==> config.mk <==
export PLATFORM = sky130hd
export DESIGN_NAME = strobe_sampler
export DESIGN_NICKNAME = d
export VERILOG_FILES = /design/src/rtl/strobe_sampler.sv
export SDC_FILE = /design/constraint.sdc
export NUM_CORES = 1
export LEC_CHECK = 0
export ABC_AREA = 1
export BUFFER_PORTS_ARGS = -buffer_cell sky130_fd_sc_hd__buf_4
export CORE_AREA = 2 2 39 41
export CTS_BUF_LIST = sky130_fd_sc_hd__clkbuf_4
export DETAILED_ROUTE_END_ITERATION = 16
export DIE_AREA = 0 0 41 43
export PLACE_DENSITY = 0.54
export SYNTH_ARGS = -nofsm -noshare
export SYNTH_HDL_FRONTEND = slang
export SYNTH_SLANG_ARGS = --single-unit
==> constraint.sdc <==
create_clock -name clk -period 0.8 [get_ports clk]
set_input_delay 0.16 -clock clk [delete_from_list [all_inputs] [get_ports clk]]
set_output_delay 0.16 -clock clk [all_outputs]
set_load 0.1 [all_outputs]
==> src/rtl/strobe_sampler.sv <==
module strobe_sampler #(
  parameter int unsigned N = 4
) (
  input  logic         clk,
  input  logic         rst,
  input  logic [N-1:0] pins,
  output logic [N-1:0] lvl,
  output logic [N-1:0] prv
);
  // Two sample stages per strobe; idle (high) after reset so no edge is invented.
  for (genvar i = 0; i < N; i++) begin : g_bit
    logic s_q, p_q;
    always_ff @(posedge clk) begin
      if (rst) begin
        s_q <= 1'b1;
        p_q <= 1'b1;
      end else begin
        s_q <= pins[i];
        p_q <= s_q;
      end
    end
    assign lvl[i] = s_q;
    assign prv[i] = p_q;
  end
endmodule

==> impl_table.tex <==
\begin{tabular}{lr}
\hline
Metric & Value \\
\hline
\multicolumn{2}{l}{\textbf{Timing}} \\
\quad Maximum clock frequency & 1080 MHz \\
\quad Setup WS post-layout & -0.127 ns \\
\quad TNS Setup & -0.917 ns \\
\quad Clock period minus final worst setup slack & 0.927 ns \\
\quad Post-Route Skew & 0.000141 ns \\
\quad Hold slack final & 0.0872 ns \\
\quad Setup repair after global routing missed its margin & true \\
\quad Setup violations, final & 8 \\
\quad Final hold violation count & 0 \\
\quad Final number of max-transition violations & 0 \\
\quad Post-route fraction of the period consumed by the critical path & 1.16 \\
\quad Max-slew headroom at the worst pin & 0.921 \\
\quad Worst Tran Pin Value & 0.119 ns \\
\multicolumn{2}{l}{\textbf{Clocking}} \\
\quad Clock input transition at the sequential cells of the worst setup and hold paths & 0.05 ns \\
\quad Number of sinks on the clock net & 8 \\
\quad CTS Buf Count & 3 \\
\quad Worst skew pair latency & $\sim$0.24 ns \\
\quad Number of levels the H-tree was split into & 1 \\
\quad Clock tree from TritonCTS & done \\
\quad Clock Path Buffers & 2 \\
\quad Setup repair bufs after CTS & 0 \\
\quad Master cell of the clock root buffer & clkbuf\_4 \\
\multicolumn{2}{l}{\textbf{Yosys}} \\
\quad Number of different library cells in the post-synthesis netlist & 5 \\
\quad Sequential fraction of the synthesis area & 0.564 \\
\quad Flip-flop and latch count after synthesis & 8 \\
\quad Mean cell area of the mapped netlist & roughly 8.6 um2 \\
\quad Gate count after technology mapping & 33 \\
\quad Leading cell types by total area after synthesis & dfxtp\_1 (56\%), buf\_4 (21\%), inv\_1 (11\%) \\
\quad Share of the synthesized area in the top cell type & 0.564 \\
\quad Number of enable-type register cells in the synthesized netlist & 0 \\
\quad Synth cell count leaders & buf\_4 (8), dfxtp\_1 (8), inv\_1 (8), nand2\_1 (8), inv\_2 (1) \\
\quad Syn\_nets & 39 \\
\quad Main flop type after synthesis & dfxtp\_1 \\
\quad Yosys warning count & 0 \\
\quad Syn Std Cell Area & roughly 280 um2 \\
\quad Cell type with the highest aggregate area in the netlist & dfxtp\_1 \\
\quad Share of flip-flops with an asynchronous set or reset after synthesis & 0 \\
\multicolumn{2}{l}{\textbf{Setup path}} \\
\quad Worst setup slack for register-to-register paths & roughly 0.26 ns \\
\quad Largest delay share family, worst path & flip-flops \\
\quad Required time at the worst-slack endpoint & 0.64 ns \\
\quad Number of cells on the worst reg-to-reg path & 2 \\
\quad Data arrival, critical path & 0.77 ns \\
\quad Worst path bufs/invs & 1 \\
\quad Critical path depth & 1 \\
\quad CP Max Fanout & 2 \\
\quad Capture point of the critical path & lvl[1] \\
\quad CP Launch Point & g\_bit[1].s\_q \\
\quad Cell chain of the critical path & buf\_12 \\
\quad Start of the worst register-to-register path & g\_bit[0].s\_q \\
\quad Capturing element type of the critical path & output pin \\
\quad Capture point of the worst reg-to-reg path & g\_bit[0].p\_q \\
\quad CP max stage cell & dfxtp\_2 \\
\quad Critical path class & register to output pin \\
\quad Category of the worst setup path launch point & register \\
\quad Slowest cell delay on critical path & 0.35 ns \\
\multicolumn{2}{l}{\textbf{Layout}} \\
\quad Proportion of layout cells with a drive suffix above 1 & 0.610 \\
\quad Layout overhead on the synthesized area & 67.0\% \\
\quad Number of antenna cells inserted & 0 \\
\quad Number of nets in the layout & 49 \\
\quad Fillcell total & 149 \\
\quad Final design area excluding fillers & 474 um2 \\
\multicolumn{2}{l}{\textbf{Global route}} \\
\quad Antenna violations before repair & 0 \\
\quad Maximum number of pins on one net before global-route repair & 9 \\
\quad Global-route wire length before repair & 531 um \\
\quad Total global routing overflow & 0 \\
\quad Aggregate global-route resource usage & 0.0554 \\
\quad Via count of the first global-routing pass & 146 \\
\multicolumn{2}{l}{\textbf{Min path}} \\
\quad Worst Hold Class & input port to register \\
\multicolumn{2}{l}{\textbf{Die}} \\
\quad Core area & 1380 um2 \\
\quad Die W & 41 um \\
\quad DIE HEIGHT & 43 um \\
\quad Overall die area & 1760 um2 \\
\quad IO Count & 14 \\
\quad Number of placement rows & 14 \\
\quad Initial standard-cell utilization of the core & 0.205 \\
\multicolumn{2}{l}{\textbf{Detailed routing}} \\
\quad Routed wire length & 341 um \\
\quad DRT iter0 DRCs & 0 \\
\quad Drt drc & 0 \\
\quad Post-route ant nets & 0 \\
\quad WL/cell & between 5 and 6 um \\
\quad Initial DRT Pass Iterations & 1 \\
\quad Number of vias per cell after detailed routing & roughly 3.2 \\
\quad Total via count in the routed design & 180 \\
\multicolumn{2}{l}{\textbf{Place}} \\
\quad Total of buffers placed on input and output ports & 13 \\
\quad Final weighted congestion in routability-driven placement & 0.616 \\
\quad Setup slack after placement & 0.0280 ns \\
\quad Dpl cell area & 342 um2 \\
\multicolumn{2}{l}{\textbf{Pwr}} \\
\quad Leak Pwr & 0.253 nW \\
\quad Power per standard cell area & 2070 nW/um2 \\
\quad VDD IR-drop max & 0.523 mV \\
\quad Overall power consumption & about 980 uW \\
\multicolumn{2}{l}{\textbf{Run status}} \\
\quad Failing checks & negative setup slack \\
\quad Outcome & complete, but fails checks \\
\multicolumn{2}{l}{\textbf{Job}} \\
\quad Max-cap viol count & 0 \\
\hline
\end{tabular}
==> sequential cells by signal, indices dropped and copies added, names as in the netlist <==
name	flops
g_bit.p_q	4
g_bit.s_q	4
==> metal layers <==
layer / global-route usage / vias up / wire length, um
li1: - / 98 / -
met1: 0.0552 / 73 / 127
met2: 0.0531 / 9 / 175
met3: 0.0314 / 0 / 37
met4: 0.100 / 0 / 0
met5: 0 / - / 0
==> layout make-up <==
class                   instances  area (um2)  share of cell area
clock buffers                   3        22.5              0.0475
inverters                       9        33.8              0.0712
multi-input cells               8        30.0              0.0633
flip-flops and latches          8         170               0.359
well taps                      16        20.0              0.0422
repair buffers                 13         198               0.417
==> repair_timing <==
item                                   CTS  global route
resized for setup                       32             0
hold buffers                             0             0
setup endpoints to repair                8             8
endpoints found under the hold margin    0             0
==> where the power goes <==
part           switching, mW  leakage (nW)  internal [mW]  total [mW]
registers             0.0170        0.0639          0.422       0.439
clock network          0.120        0.0138          0.170       0.290
logic                  0.159         0.176         0.0922       0.251
total                  0.296         0.253          0.685       0.981
==> cell usage in the layout (no fill, tap or decap), drive strengths merged <==
cell type	netlist	routed
buf	8	13
dfxtp	8	8
clkbuf	0	3
nand2	8	8
inv	9	9
==> worst min-delay path, stage by stage <==
cell,delay [ns]
buf_4,0.08
inv_1,0.03
nand2_1,0.04
==> cell families after synthesis <==
kind of cell,Yosys count,synth area share
buffers and inverters,17,0.330
and+or+nand+nor,8,0.106
DFF,8,0.564
==> how the worst min path moves through the flow <==
stage | cells past startpoint | endpoint | startpoint | slack, ns
3_5_place_dp | 3 | g_bit[0].s_q | pins[0] | 0.34
4_1_cts | 3 | g_bit[3].s_q | pins[3] | 0.08
6_report | 3 | g_bit[0].s_q | pins[0] | 0.09
2_1_floorplan | 2 | g_bit[0].s_q | pins[0] | 0.24
3_3_place_gp | 3 | g_bit[0].s_q | pins[0] | 0.33
5_1_grt | 3 | g_bit[1].s_q | pins[1] | 0.09
==> stage by stage <==
stage          utilization  std cells
3_5_place_dp         0.247         54
5_1_grt              0.343         57
2_1_floorplan            -         33
6_report             0.343         57
4_1_cts              0.343         57
3_3_place_gp         0.247         54
(Power assumes the default switching activity.)
